$ cat src/rtl/vfd_pkg.sv
package vfd_pkg;
  localparam int CODE_W = 6;
  localparam int DATA_W = 16;

  localparam logic [3:0] ACC_VRAM_WR  = 4'h1;
  localparam logic [3:0] ACC_CRAM_WR  = 4'h3;
  localparam logic [3:0] ACC_VSRAM_WR = 4'h5;

  typedef enum logic [2:0] {
    ACT_IDLE,
    ACT_READ_GAP,
    ACT_VRAM_HI,
    ACT_VRAM_LO,
    ACT_CRAM,
    ACT_VSRAM,
    ACT_DROP
  } act_e;
endpackage

$ cat src/rtl/wq_shift.sv
module wq_shift
  import vfd_pkg::*;
#(
  parameter int DEPTH = 4,
  parameter int AW    = 16,
  parameter int TW    = 16
) (
  input  logic              clk_i,
  input  logic              rst_ni,
  input  logic              push_i,
  input  logic [CODE_W-1:0] push_code_i,
  input  logic [AW-1:0]     push_addr_i,
  input  logic [DATA_W-1:0] push_data_i,
  input  logic [TW-1:0]     push_stamp_i,
  input  logic              pop_i,
  input  logic              mark_i,
  output logic              head_valid_o,
  output logic [CODE_W-1:0] head_code_o,
  output logic [AW-1:0]     head_addr_o,
  output logic [DATA_W-1:0] head_data_o,
  output logic [TW-1:0]     head_stamp_o,
  output logic              head_partial_o,
  output logic              full_o,
  output logic              empty_o
);
  localparam int ENT_W = CODE_W + AW + DATA_W + TW;
  localparam int CNT_W = $clog2(DEPTH + 1);

  logic [ENT_W-1:0] ent_q   [DEPTH];
  logic [ENT_W-1:0] nxt_ent [DEPTH];
  logic             part_q  [DEPTH];
  logic             nxt_part[DEPTH];
  logic [CNT_W-1:0] count_q;
  logic [CNT_W-1:0] wr_idx;
  logic             push_ok;
  logic [ENT_W-1:0] new_ent;

  assign full_o  = (count_q == CNT_W'(DEPTH));
  assign empty_o = (count_q == '0);
  assign push_ok = push_i && !full_o;
  assign wr_idx  = pop_i ? count_q - 1'b1 : count_q;
  assign new_ent = {push_code_i, push_addr_i, push_data_i, push_stamp_i};

  for (genvar i = 0; i < DEPTH; i++) begin : g_ent
    if (i < DEPTH - 1) begin : g_mid
      assign nxt_ent[i]  = ent_q[i+1];
      assign nxt_part[i] = part_q[i+1];
    end else begin : g_top
      assign nxt_ent[i]  = '0;
      assign nxt_part[i] = 1'b0;
    end

    always_ff @(posedge clk_i or negedge rst_ni) begin
      if (!rst_ni) begin
        ent_q[i]  <= '0;
        part_q[i] <= 1'b0;
      end else if (push_ok && wr_idx == CNT_W'(i)) begin
        ent_q[i]  <= new_ent;
        part_q[i] <= 1'b0;
      end else if (pop_i) begin
        ent_q[i]  <= nxt_ent[i];
        part_q[i] <= nxt_part[i];
      end else if (mark_i && i == 0) begin
        part_q[i] <= 1'b1;
      end
    end
  end

  always_ff @(posedge clk_i or negedge rst_ni) begin
    if (!rst_ni) begin
      count_q <= '0;
    end else begin
      case ({push_ok, pop_i})
        2'b10:   count_q <= count_q + 1'b1;
        2'b01:   count_q <= count_q - 1'b1;
        default: count_q <= count_q;
      endcase
    end
  end

  assign head_valid_o   = !empty_o;
  assign {head_code_o, head_addr_o, head_data_o, head_stamp_o} = ent_q[0];
  assign head_partial_o = part_q[0];


  no_overflow_chk: assert property (@(posedge clk_i) disable iff (!rst_ni)
    (full_o && push_i && !pop_i) |=> full_o && $stable(head_addr_o));


  pop_needs_entry_chk: assert property (@(posedge clk_i) disable iff (!rst_ni)
    pop_i |-> !empty_o);


  partial_stays_chk: assert property (@(posedge clk_i) disable iff (!rst_ni)
    mark_i |=> head_partial_o && !empty_o && $stable(head_data_o));
endmodule

$ cat src/rtl/slot_ctrl.sv
module slot_ctrl
  import vfd_pkg::*;
#(
  parameter int AW          = 16,
  parameter int TW          = 16,
  parameter int VSRAM_WORDS = 40
) (
  input  logic              slot_i,
  input  logic              read_pend_i,
  input  logic              head_valid_i,
  input  logic [CODE_W-1:0] head_code_i,
  input  logic [AW-1:0]     head_addr_i,
  input  logic [TW-1:0]     head_stamp_i,
  input  logic              head_partial_i,
  input  logic [TW-1:0]     cycle_i,
  output act_e              act_o,
  output logic              pop_o,
  output logic              mark_o,
  output logic              take_read_o
);
  logic       eligible;
  logic [5:0] vs_idx;
  logic       unused_bits;

  assign eligible    = head_valid_i && (head_stamp_i <= cycle_i);
  assign vs_idx      = head_addr_i[6:1];
  assign unused_bits = ^{head_code_i[CODE_W-1:4], head_addr_i[AW-1:7], head_addr_i[0]};

  always_comb begin
    act_o       = ACT_IDLE;
    pop_o       = 1'b0;
    mark_o      = 1'b0;
    take_read_o = 1'b0;
    if (slot_i) begin
      if (read_pend_i) begin
        act_o       = ACT_READ_GAP;
        take_read_o = 1'b1;
      end else if (eligible) begin
        case (head_code_i[3:0])
          ACC_VRAM_WR: begin
            if (head_partial_i) begin
              act_o = ACT_VRAM_LO;
              pop_o = 1'b1;
            end else begin
              act_o  = ACT_VRAM_HI;
              mark_o = 1'b1;
            end
          end
          ACC_CRAM_WR: begin
            act_o = ACT_CRAM;
            pop_o = 1'b1;
          end
          ACC_VSRAM_WR: begin
            act_o = (int'(vs_idx) < VSRAM_WORDS) ? ACT_VSRAM : ACT_DROP;
            pop_o = 1'b1;
          end
          default: begin
            act_o = ACT_DROP;
            pop_o = 1'b1;
          end
        endcase
      end
    end
  end
endmodule

$ cat src/rtl/mem_wr_port.sv
module mem_wr_port
  import vfd_pkg::*;
#(
  parameter int AW          = 16,
  parameter int CRAM_WORDS  = 64,
  parameter int VSRAM_WORDS = 40
) (
  input  logic                           clk_i,
  input  logic                           rst_ni,
  input  act_e                           act_i,
  input  logic [AW-1:0]                  addr_i,
  input  logic [DATA_W-1:0]              data_i,
  output logic                           unused_slot_o,
  output logic                           vram_we_o,
  output logic [AW-1:0]                  vram_addr_o,
  output logic [7:0]                     vram_wdata_o,
  output logic                           cram_we_o,
  output logic [$clog2(CRAM_WORDS)-1:0]  cram_addr_o,
  output logic [DATA_W-1:0]              cram_wdata_o,
  output logic                           vsram_we_o,
  output logic [$clog2(VSRAM_WORDS)-1:0] vsram_addr_o,
  output logic [DATA_W-1:0]              vsram_wdata_o,
  output logic [DATA_W-1:0]              last_val_o
);
  localparam int CRAM_AW = $clog2(CRAM_WORDS);
  localparam int VS_AW   = $clog2(VSRAM_WORDS);

  logic [5:0] vs_idx;
  assign vs_idx = addr_i[6:1];

  always_ff @(posedge clk_i or negedge rst_ni) begin
    if (!rst_ni) begin
      unused_slot_o <= 1'b0;
      vram_we_o     <= 1'b0;
      vram_addr_o   <= '0;
      vram_wdata_o  <= '0;
      cram_we_o     <= 1'b0;
      cram_addr_o   <= '0;
      cram_wdata_o  <= '0;
      vsram_we_o    <= 1'b0;
      vsram_addr_o  <= '0;
      vsram_wdata_o <= '0;
      last_val_o    <= '0;
    end else begin
      unused_slot_o <= (act_i == ACT_READ_GAP);
      vram_we_o     <= (act_i == ACT_VRAM_HI) || (act_i == ACT_VRAM_LO);
      cram_we_o     <= (act_i == ACT_CRAM);
      vsram_we_o    <= (act_i == ACT_VSRAM);
      case (act_i)
        ACT_VRAM_HI: begin
          vram_addr_o  <= addr_i;
          vram_wdata_o <= data_i[15:8];
        end
        ACT_VRAM_LO: begin
          vram_addr_o  <= addr_i ^ AW'(1);
          vram_wdata_o <= data_i[7:0];
          last_val_o   <= data_i;
        end
        ACT_CRAM: begin
          cram_addr_o  <= addr_i[CRAM_AW:1];
          cram_wdata_o <= data_i;
          last_val_o   <= data_i;
        end
        ACT_VSRAM: begin
          vsram_addr_o  <= vs_idx[VS_AW-1:0];
          vsram_wdata_o <= data_i;
          last_val_o    <= data_i;
        end
        default: ;
      endcase
    end
  end


  vsram_range_chk: assert property (@(posedge clk_i) disable iff (!rst_ni)
    vsram_we_o |-> (int'(vsram_addr_o) < VSRAM_WORDS));


  last_val_src_chk: assert property (@(posedge clk_i) disable iff (!rst_ni)
    !$stable(last_val_o) |-> (vram_we_o || cram_we_o || vsram_we_o));
endmodule

$ cat src/rtl/vram_fifo_drain.sv
module vram_fifo_drain
  import vfd_pkg::*;
#(
  parameter int DEPTH       = 4,
  parameter int AW          = 16,
  parameter int TW          = 16,
  parameter int CRAM_WORDS  = 64,
  parameter int VSRAM_WORDS = 40
) (
  input  logic                           clk_i,
  input  logic                           rst_ni,
  input  logic [TW-1:0]                  cycle_i,
  input  logic                           push_i,
  input  logic [5:0]                     push_code_i,
  input  logic [AW-1:0]                  push_addr_i,
  input  logic [15:0]                    push_data_i,
  input  logic [TW-1:0]                  push_stamp_i,
  output logic                           full_o,
  output logic                           empty_o,
  input  logic                           slot_i,
  input  logic                           read_req_i,
  output logic                           unused_slot_o,
  output logic                           vram_we_o,
  output logic [AW-1:0]                  vram_addr_o,
  output logic [7:0]                     vram_wdata_o,
  output logic                           cram_we_o,
  output logic [$clog2(CRAM_WORDS)-1:0]  cram_addr_o,
  output logic [15:0]                    cram_wdata_o,
  output logic                           vsram_we_o,
  output logic [$clog2(VSRAM_WORDS)-1:0] vsram_addr_o,
  output logic [15:0]                    vsram_wdata_o,
  output logic [15:0]                    last_val_o
);
  logic              head_valid, head_partial;
  logic [CODE_W-1:0] head_code;
  logic [AW-1:0]     head_addr;
  logic [DATA_W-1:0] head_data;
  logic [TW-1:0]     head_stamp;
  logic              pop, mark, take_read;
  logic              pend_q, pend_eff;
  act_e              act;

  assign pend_eff = pend_q | read_req_i;

  always_ff @(posedge clk_i or negedge rst_ni) begin
    if (!rst_ni) pend_q <= 1'b0;
    else         pend_q <= pend_eff & ~take_read;
  end

  wq_shift #(.DEPTH(DEPTH), .AW(AW), .TW(TW)) u_queue (
    .clk_i, .rst_ni,
    .push_i, .push_code_i, .push_addr_i, .push_data_i, .push_stamp_i,
    .pop_i(pop), .mark_i(mark),
    .head_valid_o(head_valid), .head_code_o(head_code), .head_addr_o(head_addr),
    .head_data_o(head_data), .head_stamp_o(head_stamp), .head_partial_o(head_partial),
    .full_o, .empty_o
  );

  slot_ctrl #(.AW(AW), .TW(TW), .VSRAM_WORDS(VSRAM_WORDS)) u_ctrl (
    .slot_i, .read_pend_i(pend_eff),
    .head_valid_i(head_valid), .head_code_i(head_code), .head_addr_i(head_addr),
    .head_stamp_i(head_stamp), .head_partial_i(head_partial), .cycle_i,
    .act_o(act), .pop_o(pop), .mark_o(mark), .take_read_o(take_read)
  );

  mem_wr_port #(.AW(AW), .CRAM_WORDS(CRAM_WORDS), .VSRAM_WORDS(VSRAM_WORDS)) u_wr (
    .clk_i, .rst_ni, .act_i(act), .addr_i(head_addr), .data_i(head_data),
    .unused_slot_o, .vram_we_o, .vram_addr_o, .vram_wdata_o,
    .cram_we_o, .cram_addr_o, .cram_wdata_o,
    .vsram_we_o, .vsram_addr_o, .vsram_wdata_o, .last_val_o
  );


  one_strobe_chk: assert property (@(posedge clk_i) disable iff (!rst_ni)
    $onehot0({vram_we_o, cram_we_o, vsram_we_o, unused_slot_o}));


  strobe_needs_slot_chk: assert property (@(posedge clk_i) disable iff (!rst_ni)
    (vram_we_o || cram_we_o || vsram_we_o || unused_slot_o) |-> $past(slot_i));


  read_gap_chk: assert property (@(posedge clk_i) disable iff (!rst_ni)
    (slot_i && (pend_q || read_req_i)) |=> unused_slot_o && !vram_we_o && !cram_we_o && !vsram_we_o);


  empty_idle_chk: assert property (@(posedge clk_i) disable iff (!rst_ni)
    (slot_i && empty_o && !pend_q && !read_req_i) |=> !(vram_we_o || cram_we_o || vsram_we_o || unused_slot_o));
endmodule

$ cat config.mk
export PLATFORM = sky130hd
export DESIGN_NAME = vram_fifo_drain
export DESIGN_NICKNAME = d
export VERILOG_FILES = /design/src/rtl/vfd_pkg.sv /design/src/rtl/wq_shift.sv /design/src/rtl/slot_ctrl.sv /design/src/rtl/mem_wr_port.sv /design/src/rtl/vram_fifo_drain.sv
export SDC_FILE = /design/constraint.sdc
export NUM_CORES = 1
export LEC_CHECK = 0
export ABC_AREA = 1
export CAP_MARGIN = 20
export CORE_MARGIN = 3
export CORE_UTILIZATION = 50
export CTS_BUF_LIST = sky130_fd_sc_hd__clkbuf_8
export DETAILED_ROUTE_END_ITERATION = 7
export DONT_BUFFER_PORTS = 1
export PLACE_DENSITY = 0.75
export SLEW_MARGIN = 20
export SYNTH_ARGS = -nofsm -noshare
export SYNTH_HDL_FRONTEND = slang
export SYNTH_HIERARCHICAL = 1
export SYNTH_SLANG_ARGS = --single-unit
$ cat constraint.sdc
create_clock -name clk_i -period 3.6 [get_ports clk_i]
set_input_delay 0.54 -clock clk_i [delete_from_list [all_inputs] [get_ports clk_i]]
set_output_delay 0.54 -clock clk_i [all_outputs]
set_load 0.1 [all_outputs]
==> qor.log <==
qor: global_routing.grt_pass1_vias 12200
qor: power.power_density 1060 nW/um^2
qor: setup_path.setup.worst_path.start_class flop
qor: timing.tns 0 ns
qor: global_routing.globalRouteTotalUtil 22.5%
qor: clock_tree.cts-buffers-inserted 50
qor: layout.layout-drive-gt1-share 6.95%
qor: timing.final_critical_path_share_of_the_clock_period 93.8%
qor: global_routing.grt_start_max_net_pins 302
qor: layout.antenna_cells 0
qor: timing.timing.final.hold_violations 301
qor: timing.final_critical_path_setup_slack 0.222 ns
qor: setup_path.timing.setup.critical_path_class flop to flop
qor: global_routing.initial_antenna_violation_count 0
qor: outcome.status finished with violations
qor: global_routing.grt_first_pass_wirelength 62.8 mm
qor: die.io_pins 165
qor: route.route.antenna.remaining_nets 0
qor: route.drc_errors 0
qor: setup_path.required 4.04 ns
qor: placement.gp_congestion 0.803
qor: timing.holdWs -0.324 ns
qor: route.drtIter0Drc 1175
qor: placement.io_buffer_count 0
qor: power.worst_ir_drop_vdd 452 uV
qor: die.die-width 182 um
qor: route.num_vias 12900
qor: die.rows 63
qor: layout.number_of_fill_cells_in_the_layout 2820
qor: route.finalWirelength 38.1 mm
qor: layout.final_net_count 2028
qor: timing.max_slew_margin 28.5%
qor: placement.dp_worst_slack 0.0438 ns
qor: clock_tree.skew_pair_late_insertion_delay 0.60 ns
qor: die.fp.dieArea 33200 um^2
qor: clock_tree.cts_num_sinks 301
qor: clock_tree.clock_path_buffers 3
qor: die.placeableCoreArea 30100 um^2
qor: yosys.netlist_area 15500 um^2
qor: setup_path.timing.rr.start u_queue/head_stamp_o[13]
qor: yosys.synthesized_area_per_cell 7.60 um^2
qor: die.die_h 182 um
qor: placement.detailed_place.area 15400 um^2
qor: layout.area.sequential 7530 um^2
qor: clock_tree.clkTransAtPathRegs 0.06 ns
qor: power.leakagePower 9.06 nW
qor: placement.post-dp-hpwl 23.2 mm
qor: clock_tree.cts_h_tree_depth 2
qor: clock_tree.clock_tree_from_tritoncts done
qor: layout.stdcell_count 2362
qor: route.wl_per_cell 16.1 um
qor: flow_run.cap_violations 0
qor: timing.tightestPinTransition 1.07 ns
qor: min_path.min-delay-path-class input pin to async pin
qor: yosys.syn_nets 2140
qor: yosys.syn_inst 2045
qor: timing.setup-violations-final 0
qor: outcome.violations hold timing
qor: route.pre_antenna_drt_iters 7
qor: setup_path.worst_setup_path_end_kind flop
qor: timing.final.setup_skew 0.0457 ns
qor: global_routing.grt.overflow.total 0
qor: setup_path.cp_data_arrival_time 3.82 ns
qor: timing.min_period 3.38 ns
qor: layout.design_area 16500 um^2
qor: die.effective_utilization_at_floorplan 51.6%
qor: layout.area.growth.synth_to_final 5.94%
qor: setup_path.crit_path_start u_queue/head_stamp_o[13]
qor: route.viasPerCell 5.45
qor: timing.timing.fmax 296 MHz
qor: timing.rsz_0062_raised_after_global_routing false
qor: timing.final_max_slew_viol_count 0
qor: layout.multi_input_comb_area 6450 um^2
qor: yosys.yosysWarningCount 6
qor: setup_path.crit_fanout 20
qor: placement.placedCellCount 2271
qor: clock_tree.clockRootBuffer clkbuf_8
==> what timing repair did <==
| item | 4_1_cts | 5_1_grt |
|---|---|---|
| setup buffers | 0 | 0 |
| endpoints found under the hold margin | 301 | 301 |
| gates resized for setup | 0 | 0 |
==> layer usage <==
| layer | GRT usage [%] | vias to the layer above | wire length [um] |
|---|---|---|---|
| met5 | 0 | - | 0 |
| met4 | 6.06 | 0 | 864 |
| met3 | 6.30 | 58 | 3470 |
| met2 | 34.6 | 478 | 17000 |
| met1 | 31.5 | 6060 | 16800 |
| li1 | - | 6281 | - |
==> power breakdown <==
group          switching, mW  leakage [nW]  internal (mW)  total [mW]
Clock                   1.39         0.603           1.69        3.08
Combinational           3.41          4.72           1.86        5.27
Sequential              4.28          3.74           4.89        9.18
Total                   9.09          9.06           8.44        17.5
==> cells in the final DEF (no fill, tap or decap), types with 2 or more instances in the layout <==
| master | count |
|---|---|
| dfrtp_1 | 301 |
| clkinv_2 | 4 |
| o21ai_0 | 55 |
| nor2_1 | 24 |
| a21oi_1 | 25 |
| nand3_4 | 3 |
| buf_4 | 24 |
| nand4_1 | 69 |
| nand2_1 | 828 |
| nand2_2 | 2 |
| inv_2 | 3 |
| nor2_4 | 4 |
| ha_1 | 20 |
| nand2_4 | 3 |
| nand3_2 | 3 |
| clkbuf_8 | 68 |
| xnor2_1 | 4 |
| inv_1 | 132 |
| buf_12 | 15 |
| nand3_1 | 371 |
==> layout make-up <==
type / count / share of cell area (%)
clock buffers: 68 / 5.69
clock inverters: 23 / 0.699
inverters: 120 / 2.77
multi-input cells: 1421 / 39.2
flip-flops and latches: 301 / 45.8
well taps: 390 / 2.96
repair buffers: 39 / 2.92
==> worst paths after layout <==
check                                       end  slack (ns)  depth (start not counted)
max in group asynchronous     u_queue/ent_q[27]        3.04                          0
setup / recovery             u_queue/ent_q[123]        0.22                         13
min in group clk_i            u_queue/ent_q[31]        0.10                          2
hold / removal             u_wr/vsram_addr_o[2]       -0.32                          0
hold reg to reg            u_wr/vram_addr_o[14]        0.48                          2
setup reg to reg             u_queue/ent_q[123]        0.22                         13
==> flip-flops by register name, summed over array words and instances, names as in the netlist <==
name                    count
u_queue/ent_q             156
u_queue/head_addr_o        16
u_queue/head_data_o        16
u_queue/head_stamp_o       16
u_wr/cram_wdata_o          16
u_wr/last_val_o            16
u_wr/vram_addr_o           16
u_wr/vsram_wdata_o         16
u_wr/vram_wdata_o           8
u_wr/cram_addr_o            6
u_wr/vsram_addr_o           6
u_queue/head_code_o         4
u_queue/count_q             3
pend_q                      1
u_queue/head_partial_o      1
u_wr/cram_we_o              1
u_wr/unused_slot_o          1
u_wr/vram_we_o              1
u_wr/vsram_we_o             1
==> worst max-delay path, stage by stage (launching register included) <==
cell and delay (ns):
dfrtp_1 0.41, ha_1 0.31, nand2_1 0.08, nor3_2 0.35, nand3_1 0.23, nand2_2 0.20
nand3_2 0.14, nor2_4 0.39, nand3_1 0.27, nand2_8 0.24, nand2_4 0.22, buf_12 0.23
nand3_1 0.09, nand2_1 0.07
==> metrics by stage <==
stage | power, mW | utilization, %
4_1_cts | 17.6 | 54.7
3_5_place_dp | 14.5 | 51.2
5_1_grt | 18.7 | 54.7
3_3_place_gp | 14.2 | 51.2
2_1_floorplan | 13.5 | -
6_report | 17.5 | 54.7
Note: power is estimated with default switching activity, not from simulation.
